==> config.mk <==
export PLATFORM = sky130hd
export DESIGN_NAME = insn_bundler
export DESIGN_NICKNAME = d
export VERILOG_FILES = /design/src/rtl/insn_bundler_pkg.sv /design/src/rtl/insn_bundler_len.sv /design/src/rtl/insn_bundler_window.sv /design/src/rtl/insn_bundler_pack.sv /design/src/rtl/insn_bundler.sv
export SDC_FILE = /design/constraint.sdc
export NUM_CORES = 1
export LEC_CHECK = 0
export ABC_AREA = 1
export BUFFER_PORTS_ARGS = -buffer_cell sky130_fd_sc_hd__buf_2
export CORE_ASPECT_RATIO = 2
export CORE_MARGIN = 2
export CORE_UTILIZATION = 63
export DETAILED_ROUTE_END_ITERATION = 10
export PLACE_DENSITY = 0.87
export SETUP_SLACK_MARGIN = 0.5
export SLEW_MARGIN = 40
export SYNTH_ARGS = -nofsm -noshare
export SYNTH_HDL_FRONTEND = slang
export SYNTH_HIERARCHICAL = 1
export SYNTH_SLANG_ARGS = --single-unit
==> constraint.sdc <==
create_clock -name clk -period 5.65 [get_ports clk]
set_input_delay 0.2825 -clock clk [delete_from_list [all_inputs] [get_ports clk]]
set_output_delay 0.2825 -clock clk [all_outputs]
set_load 0.02 [all_outputs]
==> src/rtl/insn_bundler_pkg.sv <==
package insn_bundler_pkg;

  localparam int BYTE_W     = 8;
  localparam int WORD_BYTES = 2;
  localparam int WORD_W     = BYTE_W * WORD_BYTES;
  localparam int MAX_WORDS  = 3;
  localparam int WIN_BYTES  = WORD_BYTES * MAX_WORDS;
  localparam int BUNDLE_W   = BYTE_W * WIN_BYTES;
  localparam int CNT_W      = $clog2(WIN_BYTES + 1);

  typedef struct packed {
    logic       illegal;
    logic [1:0] words;
  } len_info_t;

  // One extra word for the source operand?
  function automatic logic src_takes_ext(input logic [3:0] reg_id,
                                         input logic [1:0] mode);
    return ((mode == 2'd1) && (reg_id != 4'd3)) ||
           ((mode == 2'd3) && (reg_id == 4'd0));
  endfunction

  function automatic logic src_is_bad(input logic [3:0] reg_id,
                                      input logic [1:0] mode);
    return (reg_id == 4'd0) && (mode == 2'd2);
  endfunction

  // Word count of an instruction from its leading word.
  function automatic len_info_t measure(input logic [WORD_W-1:0] w);
    len_info_t  r;
    logic [3:0] sreg;
    logic [1:0] smode;
    r.illegal = 1'b0;
    r.words   = 2'd1;
    smode     = w[5:4];
    case (w[15:13])
      3'b001: r.words = 2'd1;
      3'b000: begin
        sreg      = w[3:0];
        r.illegal = src_is_bad(sreg, smode);
        r.words   = 2'd1 + {1'b0, src_takes_ext(sreg, smode)};
      end
      default: begin
        sreg      = w[11:8];
        r.illegal = src_is_bad(sreg, smode);
        r.words   = 2'd1 + {1'b0, src_takes_ext(sreg, smode)} + {1'b0, w[7]};
      end
    endcase
    return r;
  endfunction

endpackage

==> src/rtl/insn_bundler_len.sv <==
module insn_bundler_len
  import insn_bundler_pkg::*;
(
  input  logic [WORD_W-1:0] head_word,
  output logic              illegal,
  output logic [CNT_W-1:0]  need_bytes
);
  len_info_t info;

  always_comb begin
    info       = measure(head_word);
    illegal    = info.illegal;
    need_bytes = info.illegal ? CNT_W'(WORD_BYTES)
                              : CNT_W'(int'(info.words) * WORD_BYTES);
  end
endmodule

==> src/rtl/insn_bundler_window.sv <==
module insn_bundler_window #(
  parameter int BYTE_W = 8,
  parameter int DEPTH  = 6,
  parameter int CNT_W  = 3
) (
  input  logic                    clk,
  input  logic                    rst_n,
  input  logic                    push,
  input  logic [BYTE_W-1:0]       push_byte,
  input  logic                    pop,
  input  logic [CNT_W-1:0]        pop_count,
  output logic [DEPTH*BYTE_W-1:0] win_flat,
  output logic [CNT_W-1:0]        fill
);
  localparam int WIN_W = DEPTH * BYTE_W;

  logic [WIN_W-1:0] win_q;
  logic [CNT_W-1:0] fill_q;

  // Slots above the fill level are always zero, so a push can OR in.
  always_ff @(posedge clk) begin
    if (!rst_n) begin
      win_q  <= '0;
      fill_q <= '0;
    end else if (push) begin
      win_q  <= win_q | (WIN_W'(push_byte) << (int'(fill_q) * BYTE_W));
      fill_q <= fill_q + CNT_W'(1);
    end else if (pop) begin
      win_q  <= win_q >> (int'(pop_count) * BYTE_W);
      fill_q <= fill_q - pop_count;
    end
  end

  assign win_flat = win_q;
  assign fill     = fill_q;

  AST_FILL_BOUND: assert property (@(posedge clk) disable iff (!rst_n)
    fill_q <= CNT_W'(DEPTH));
  AST_PUSH_ROOM: assert property (@(posedge clk) disable iff (!rst_n)
    push |-> fill_q < CNT_W'(DEPTH));
  AST_NO_PUSH_POP: assert property (@(posedge clk) disable iff (!rst_n)
    !(push && pop));
  AST_POP_COVERED: assert property (@(posedge clk) disable iff (!rst_n)
    pop |-> pop_count <= fill_q);
endmodule

==> src/rtl/insn_bundler_pack.sv <==
module insn_bundler_pack #(
  parameter int BYTE_W = 8,
  parameter int DEPTH  = 6,
  parameter int SIZE_W = 3
) (
  input  logic [DEPTH*BYTE_W-1:0] win_flat,
  input  logic [SIZE_W-1:0]       size,
  output logic [DEPTH*BYTE_W-1:0] bundle
);
  // Lanes below the size pass through; the rest read as zero.
  for (genvar g = 0; g < DEPTH; g++) begin : g_lane
    localparam logic [SIZE_W-1:0] LANE = SIZE_W'(g);
    assign bundle[g*BYTE_W +: BYTE_W] =
      (LANE < size) ? win_flat[g*BYTE_W +: BYTE_W] : '0;
  end
endmodule

==> src/rtl/insn_bundler.sv <==
module insn_bundler
  import insn_bundler_pkg::*;
(
  input  logic                clk,
  input  logic                rst_n,
  input  logic                in_valid,
  output logic                in_ready,
  input  logic [BYTE_W-1:0]   in_byte,
  input  logic                in_last,
  output logic                out_valid,
  input  logic                out_ready,
  output logic [BUNDLE_W-1:0] out_bundle,
  output logic [CNT_W-1:0]    out_size,
  output logic                out_fail
);
  logic [BUNDLE_W-1:0] win_flat;
  logic [CNT_W-1:0]    win_fill;
  logic [CNT_W-1:0]    dec_need;
  logic                dec_illegal;
  logic [CNT_W-1:0]    need_bytes;
  logic [CNT_W-1:0]    drop_count;
  logic                eos_q;

  // Named events
  logic have_word, complete, truncated, runt, accept, emit;

  insn_bundler_len u_len (
    .head_word  (win_flat[WORD_W-1:0]),
    .illegal    (dec_illegal),
    .need_bytes (dec_need)
  );

  always_comb begin
    have_word  = win_fill >= CNT_W'(WORD_BYTES);
    need_bytes = have_word ? dec_need : CNT_W'(WORD_BYTES);
    complete   = have_word && (win_fill >= need_bytes);
    truncated  = eos_q && have_word && !complete;
    runt       = eos_q && (win_fill == CNT_W'(1));
  end

  always_comb begin
    out_valid = complete || truncated || runt;
    out_fail  = truncated || runt || (complete && dec_illegal);
    if (complete)       out_size = need_bytes;
    else if (truncated) out_size = CNT_W'(WORD_BYTES);
    else                out_size = '0;
    drop_count = runt ? CNT_W'(1) : out_size;
  end

  assign in_ready = !eos_q && !complete;
  assign accept   = in_valid && in_ready;
  assign emit     = out_valid && out_ready;

  // The end marker is held until the window has drained.
  always_ff @(posedge clk) begin
    if (!rst_n)                     eos_q <= 1'b0;
    else if (accept && in_last)     eos_q <= 1'b1;
    else if (eos_q && win_fill == '0) eos_q <= 1'b0;
  end

  insn_bundler_window #(
    .BYTE_W (BYTE_W),
    .DEPTH  (WIN_BYTES),
    .CNT_W  (CNT_W)
  ) u_window (
    .clk       (clk),
    .rst_n     (rst_n),
    .push      (accept),
    .push_byte (in_byte),
    .pop       (emit),
    .pop_count (drop_count),
    .win_flat  (win_flat),
    .fill      (win_fill)
  );

  insn_bundler_pack #(
    .BYTE_W (BYTE_W),
    .DEPTH  (WIN_BYTES),
    .SIZE_W (CNT_W)
  ) u_pack (
    .win_flat (win_flat),
    .size     (out_size),
    .bundle   (out_bundle)
  );

  AST_HOLD_STABLE: assert property (@(posedge clk) disable iff (!rst_n)
    out_valid && !out_ready |=> out_valid && $stable(out_bundle)
      && $stable(out_size) && $stable(out_fail));
  AST_NO_TAKE_WHILE_OFFER: assert property (@(posedge clk) disable iff (!rst_n)
    out_valid |-> !in_ready);
  AST_OK_SIZE: assert property (@(posedge clk) disable iff (!rst_n)
    out_valid && !out_fail |-> out_size >= CNT_W'(2) && !out_size[0]);
  AST_FAIL_SIZE_CAP: assert property (@(posedge clk) disable iff (!rst_n)
    out_valid && out_fail |-> out_size <= CNT_W'(2));
  AST_ZERO_SIZE_FAILS: assert property (@(posedge clk) disable iff (!rst_n)
    out_valid && out_size == '0 |-> out_fail && out_bundle == '0);
  AST_UPPER_ZERO: assert property (@(posedge clk) disable iff (!rst_n)
    out_valid |-> (out_bundle >> (int'(out_size) * BYTE_W)) == '0);
  AST_REPLAY_KEEP: assert property (@(posedge clk) disable iff (!rst_n)
    emit && out_fail && out_size == CNT_W'(2)
      |=> int'(win_fill) == int'($past(win_fill)) - 2);
  AST_DRAIN_REOPEN: assert property (@(posedge clk) disable iff (!rst_n)
    eos_q && win_fill == '0 |=> in_ready);
endmodule

; ---- Word-level counts from Yosys, hierarchy flattened
; Index checks and enable logic that the tools add are counted.
[word_totals]
regBits = 52
inputBits = 13
output_inout_bits = 54
word_cells = 75
[op_classes]
addsub = 5
n_lt_le_gt_ge = 8
n_eq_ne = 7
n_shift = 2
muxes = 19
bitwise = 1
reduce_logical = 30
[op_table]
columns = cell, n
row1 = two-way mux 48 bit, 2
row2 = two-way mux 8 bit, 6
row3 = bitwise OR 48 bit, 1
row4 = << shifter 8 x 6 -> 48 bit, 1
row5 = right shift 48 x 6 -> 48 bit, 1
row6 = two-way mux 3 bit, 6
row7 = logical AND 1 bit, 16
row8 = zero test 4 bit, 2
row9 = inequality test 4 x 2 -> 1 bit (second input constant), 2
row10 = equality test 3 x 1 -> 1 bit (second input constant), 2
row11 = zero test 3 bit, 2
row12 = logical OR 1 bit, 6
row13 = less-than comparator 1 x 3 -> 1 bit (first input constant), 2
row14 = less-than comparator 2 x 3 -> 1 bit (first input constant), 2
row15 = less-than comparator 3 bit (first input constant), 2
row16 = adder 1 x 1 -> 2 bit (first input constant), 2
row17 = equality test 2 bit (second input constant), 2
row18 = case mux 2 bit (2 select lines), 1
row19 = nonzero test 2 bit, 2
row20 = adder 3 x 1 -> 3 bit (second input constant), 1
row21 = greater-or-equal comparator 3 x 2 -> 1 bit (second input constant), 1
row22 = greater-or-equal comparator 3 bit, 1
row23 = subtractor 3 bit, 1
row24 = adder 2 x 1 -> 2 bit, 1
row25 = 5 further kinds, 7

; ---- Logic depth before layout (Yosys ltp)
[depth]
word_depth = 18
mapped_depth = 32
ltp_nobuf = 30

; ---- Modules after synthesis
; Netlist, hierarchy kept.
[by_module_without_submodules]
columns = mod, instances, cells_each, area_each_um2, seq_area_each_um2
row1 = insn_bundler_window, 1, 591, 3518.4, 1021.0
row2 = insn_bundler_pack, 1, 97, 429.2, 0.0
row3 = insn_bundler, 1, 41, 261.5, 20.0
row4 = insn_bundler_len, 1, 53, 246.5, 0.0

; ---- Least setup slack after synthesis
; OpenSTA, ideal clock, no wires.
[synth_path]
kind = reg-to-reg
start = reg u_window.win_q[9], in the netlist u_window/win_flat[9]
end = reg u_window.fill_q[2], in the netlist u_window/fill[2]
setup_ps = 110
t_arrival_ps = 3716
t_required_ps = 5540
setup_slack_ps = 1824
stages_incl_launch_ff = 31
n_path_buf = 3
period_less_slack_ps = 3826
cell_sequence = dfxtp_1 nor2_1 nand2_1 o21ai_1 inv_1 ha_1 or2_2 nand2_1 nand2_1 inv_1 nand2_1 ha_1 nand2_1 inv_1 nand2_1 nand2_1 nand2_4 buf_12 o21ai_0 buf_6 inv_2 buf_2 ha_1 nand2_1 fa_1 inv_1 nand4_1 nand3_1 nand2_1 inv_1 nor2_1
[synth_via]
elab_chain_len = 18
elab_cells_between_ends = 28
cone_classes = add/sub: 3 / order compare: 1 / eq/ne: 1 / mux: 9 / reduce/logical: 14
[synth_rtl]
columns = element, line
row1 = "start, declared", insn_bundler_window.sv:17  ; logic [WIN_W-1:0] win_q;
row2 = "start signal, assigned", insn_bundler_window.sv:26  ; win_q <= win_q | (WIN_W'(push_byte) << (int'(fill_q) * BYTE_W));
row3 = "start signal, assigned", insn_bundler_window.sv:29  ; win_q <= win_q >> (int'(pop_count) * BYTE_W);
row4 = inequality test 4 x 2 -> 1 bit or zero test 4 bit (tied branches), "insn_bundler_pkg.sv:19, insn_bundler_pkg.sv:20, insn_bundler_pkg.sv:25"
row5 = "logical AND 1 bit, on equally long branches", "insn_bundler_pkg.sv:19, insn_bundler_pkg.sv:20"
row6 = logical OR 1 bit, insn_bundler_pkg.sv:19  ; return ((mode == 2'd1) && (reg_id != 4'd3)) ||
row7 = adder 1 x 1 -> 2 bit, insn_bundler_pkg.sv:46  ; r.words = 2'd1 + {1'b0, src_takes_ext(sreg, smode)} + {1'b0, w[7]};
row8 = adder 2 x 1 -> 2 bit, insn_bundler_pkg.sv:46
row9 = case mux 2 bit (2 select lines), insn_bundler_pkg.sv:36  ; case (w[15:13])
row10 = two-way mux 3 bit (*), insn_bundler_len.sv:13  ; need_bytes = info.illegal ? CNT_W'(WORD_BYTES)
row11 = net dec_need[2], insn_bundler.sv:18  ; logic [CNT_W-1:0] dec_need;
row12 = (+4 left out), n/a
row13 = logical AND 1 bit, insn_bundler.sv:37  ; truncated = eos_q && have_word && !complete;
row14 = two-way mux 2 bit, insn_bundler.sv:45  ; else if (truncated) out_size = CNT_W'(WORD_BYTES);
row15 = two-way mux 3 bit (*), insn_bundler.sv:44  ; if (complete) out_size = need_bytes;
row16 = two-way mux 3 bit (*), insn_bundler.sv:47  ; drop_count = runt ? CNT_W'(1) : out_size;
row17 = net drop_count[1], insn_bundler.sv:21  ; logic [CNT_W-1:0] drop_count;
row18 = subtractor 3 bit (*), insn_bundler_window.sv:30  ; fill_q <= fill_q - pop_count;
row19 = two-way mux 3 bit (*), insn_bundler_window.sv:28  ; end else if (pop) begin
row20 = two-way mux 3 bit (*), insn_bundler_window.sv:25  ; end else if (push) begin
row21 = "end signal, assigned", insn_bundler_window.sv:27  ; fill_q <= fill_q + CNT_W'(1);
row22 = "end signal, assigned", insn_bundler_window.sv:30
row23 = "end, declared", insn_bundler_window.sv:18  ; logic [CNT_W-1:0] fill_q;
; Mark *: on every way through the listed nets, which the timed path passes. The rest lies on a longest branch. The select of a mux whose other input is x is not followed.
; A chain may end at the register's enable or synchronous reset.

; ---- Worst setup path in the final report
[layout_path]
start = reg u_window.win_q[11], in the netlist u_window/win_flat[11]
end = reg u_window.win_q[1], in the netlist u_window/win_flat[1]
[layout_via]
elab_chain_len = 18
elab_cells_between_ends = 28
cone_classes = add/sub: 2 / order compare: 1 / eq/ne: 1 / shift: 1 / mux: 9 / reduce/logical: 14
[layout_rtl]
columns = element, line
row1 = inequality test 4 x 2 -> 1 bit or zero test 4 bit (tied branches), "insn_bundler_pkg.sv:19, insn_bundler_pkg.sv:20, insn_bundler_pkg.sv:25"
row2 = "logical AND 1 bit, on equally long branches", "insn_bundler_pkg.sv:19, insn_bundler_pkg.sv:20"
row3 = logical OR 1 bit, insn_bundler_pkg.sv:19
row4 = adder 1 x 1 -> 2 bit, insn_bundler_pkg.sv:46
row5 = adder 2 x 1 -> 2 bit, insn_bundler_pkg.sv:46
row6 = case mux 2 bit (2 select lines), insn_bundler_pkg.sv:36
row7 = two-way mux 3 bit (*), insn_bundler_len.sv:13
row8 = net dec_need[2], insn_bundler.sv:18
row9 = (+4 left out), n/a
row10 = logical AND 1 bit, insn_bundler.sv:37
row11 = two-way mux 2 bit, insn_bundler.sv:45
row12 = two-way mux 3 bit (*), insn_bundler.sv:44
row13 = two-way mux 3 bit (*), insn_bundler.sv:47
row14 = net drop_count[1], insn_bundler.sv:21
row15 = right shift 48 x 6 -> 48 bit (*), insn_bundler_window.sv:29
row16 = two-way mux 48 bit (*), insn_bundler_window.sv:28
row17 = two-way mux 48 bit (*), insn_bundler_window.sv:25
; Marked as above.

==> results.py <==
metrics = {
    "status": {
        "status": "complete, no violations",
    },
    "synthesis": {
        "syn_nets": 802,
        "ys_top_cells_by_count": "nand2_1, nor2_1, inv_1, a21oi_1, o21ai_0",
        "synthArstFlopShare": 0,
        "synth.most_common_cell": "nand2_1",
        "synth_edf_count": 0,
        "ys.flop_type": "dfxtp_1",
        "ys_seq_area_frac": 0.234,
        "synth_top_area_frac": 0.234,
        "synth_area_per_cell_um2": 5.70,
        "yosys_register_bits": 52,
        "synthTopCellsByArea": "dfxtp_1, nand2_1, nor2_1, inv_1, a21oi_1",
        "yosysUniqueCellTypes": 39,
        "yosysTopAreaCell": "dfxtp_1",
        "synthesis.area_um2": 4460,
        "synthCells": 782,
        "ys_warn_count": 6,
    },
    "clock_tree": {
        "cts_buffer_depth": 2,
        "path_clk_slew_ps": 80,
        "cts.sinks": 52,
        "cts_hold_buf": 0,
        "cts_tree": "yes",
        "numCtsBuffers": 5,
        "cts-root-buf": "clkbuf_16",
        "post-cts-setup-buffer-count": 0,
        "cts_resized": 0,
        "h-tree-depth": 2,
        "clk_latency_ps": 300,
    },
    "grt": {
        "track_usage": 0.442,
        "grt_pass1_vias": 4900,
        "antenna_found_initial": 0,
        "grt_max_degree": 65,
        "gr-total-overflow": 0,
        "grt_pass1_wl_mm": 26.1,
    },
    "drt": {
        "wl_per_cell_um": 18.6,
        "drtIter0Drc": 658,
        "drcViolationCount": 0,
        "ant_nets": 0,
        "routed_wl_mm": 16.9,
        "drt_pre_antenna_iters": 8,
        "vias": 5422,
        "viasPerCell": 5.98,
    },
    "sta": {
        "max_clock_freq_mhz": 240,
        "fin_worst_skew_ps": 8.92,
        "whs_ps": 265,
        "fin_setup_tns_ps": 0,
        "relSlewSlack": 0.405,
        "hold_viol": 0,
        "min_period_over_period": 0.737,
        "setup_violations": 0,
        "worst_pin_slew_ps": 883,
        "period_needed_ps": 4160,
        "drv_slew": 0,
        "rsz0062_at_grt": "no",
    },
    "floorplanning": {
        "fp.dieW_um": 63.5,
        "die_h_um": 123,
        "core_um2": 6890,
        "io_pins": 67,
        "die_area_um2": 7800,
        "rows": 43,
        "start_util": 0.647,
    },
    "layout": {
        "drive_gt1_frac": 0.141,
        "n_antenna_cell": 0,
        "fin_nets": 835,
        "fin_util": 0.701,
        "areaGrowthSynthToFinish_pct": 8.37,
        "stdcell_area_um2": 4830,
    },
    "critical_path": {
        "crit_path_start_kind": "flip-flop",
        "critPathRequiredTime_ps": 5840,
        "path_cells": "nor2_2 > nand2_1 > o21ai_1 > inv_1 > ha_1 > or2_2 > nand2_1 > nand2_1 > inv_1 > nand2_1 > ha_1 > a21oi_1 > nand2_1 > nand2_4 > nand3_1 > o21ai_0 > buf_4 > inv_2 > buf_4 > nor2_4 > a21boi_0 > a21oi_1 > nor2_1",
        "reg2regPathDepth": 23,
        "reg2reg_from": "u_window/win_flat[11]",
        "path_buf_inv": 5,
        "rrSetupSlack_ps": 1490,
        "crit_top_cell": "nand2_1",
        "critPathArrivalTime_ps": 4360,
        "crit_family": "simple AND/OR/NAND/NOR gates",
        "crit_path_end_kind": "flip-flop",
        "crit_path_max_fanout": 26,
        "worstSetupPathType": "flip-flop to flip-flop",
        "worstReg2RegEnd": "u_window/win_flat[1]",
        "slowest_stage": "nor2_4",
        "crit_path_max_incr_delay_ps": 470,
    },
    "placement": {
        "place_area_um2": 4680,
        "dpl.hpwl_mm": 12.4,
        "gp_congestion": 1.07,
        "port_buffers": 65,
    },
    "pwr": {
        "p_leak_nw": 2.22,
        "irDropWorstVdd_mv": 0.200,
        "power_density_nw_per_um2": 324,
        "p_total_mw": 1.56,
    },
    "min_path": {
        "hold_depth": 3,
        "min_to": "u_window/win_flat[25]",
        "hp-class": "primary input to flip-flop",
        "min-delay-start": "in_byte[1]",
    },
    "flow_run": {
        "cap_viol_max_count": 0,
    },
}
==> how the worst max path moves through the flow <==
stage / startpoint / endpoint / slack [ps] / cells after the start
2_1_floorplan: u_window/win_flat[9] / u_window/fill[2] / 1820 / 30
3_3_place_gp: u_window/win_flat[11] / u_window/win_flat[1] / 1780 / 23
3_5_place_dp: u_window/win_flat[11] / u_window/fill[2] / 1600 / 27
4_1_cts: u_window/win_flat[11] / u_window/fill[2] / 1570 / 27
5_1_grt: u_window/win_flat[11] / out_bundle[6] / 1200 / 21
6_report: u_window/win_flat[11] / u_window/win_flat[1] / 1490 / 23
==> per-stage QoR <==
| step | worst slack (ps) | std cells |
|---|---|---|
| floorplan | 1820 | 782 |
| global placement | 1780 | 898 |
| detailed placement | 1600 | 898 |
| CTS | 1570 | 906 |
| global route | 1200 | 906 |
| finish | 1490 | 906 |
==> area by class of cell <==
class,instances,area [µm²]
clock buffers,5,125
clock inverters,3,21.3
fillers,678,2060
inverters,106,399
multi-input cells,579,2760
flip-flops and latches,52,1040
well taps,90,113
repair buffers,71,373
==> flip-flops by register name, indices dropped and copies added (netlist names) <==
signal,count
eos_q,1
u_window/win_flat,48
u_window/fill,3
==> layer usage <==
metal / track usage / share of wire / vias to the layer above / routed length, µm
met5: 0 / 0 / - / 0
met4: 0.356 / 0.093 / 0 / 1560
met3: 0.0637 / 0.081 / 101 / 1370
met2: 0.753 / 0.49 / 354 / 8230
met1: 0.481 / 0.34 / 2437 / 5700
li1: - / - / 2530 / -
==> power breakdown <==
group / switching (mW) / leakage (nW) / internal [mW] / total [mW]
clock: 0.152 / 0.0702 / 0.166 / 0.318
sequential: 0.0809 / 0.423 / 0.426 / 0.506
combinational: 0.530 / 1.73 / 0.209 / 0.738
==> cells in the final DEF (no fill, tap or decap) <==
cell	instances
clkbuf_16	5
nor2_8	1
nor3_2	1
and3_1	1
nand2_2	3
o211ai_1	3
a21oi_1	64
ha_1	6
nand4_1	3
a31oi_1	7
nor2_2	7
clkinv_1	3
inv_2	10
inv_1	92
nor2_1	103
conb_1	1
a211oi_1	4
buf_2	64
nand3_4	2
dfxtp_1	52
inv_6	1
o21ai_1	8
nor2_4	4
nand3_1	41
o21a_1	1
buf_4	7
clkinv_2	2
nand2_1	225
fa_1	1
or2_1	1
o32ai_4	1
nand2_4	4
a21boi_0	16
or2_2	1
nor3_1	9
o21ai_0	60
o21ai_2	1
clkinvlp_4	1
==> cell families (layout without fill, tap and decap cells) <==
logic type / count (synthesis) / in the layout / share of synthesized area
other: 1 / 1 / 0.000842
AO/OA/AOI/OAI: 165 / 165 / 0.202
flip-flops: 52 / 52 / 0.234
AND/OR/NAND/NOR: 406 / 406 / 0.389
buffers and inverters: 151 / 185 / 0.153
adder cells (fa/ha/maj): 7 / 7 / 0.0213
==> worst register-to-register path: cells and delay by family, from the launching register on <==
family,cells,cell delay [ps]
fa+ha+maj,2,500
flops,1,350
compound gates,5,880
simple gates,11,1690
buf+inv,5,630
Note: power is estimated with default switching activity, not from simulation.
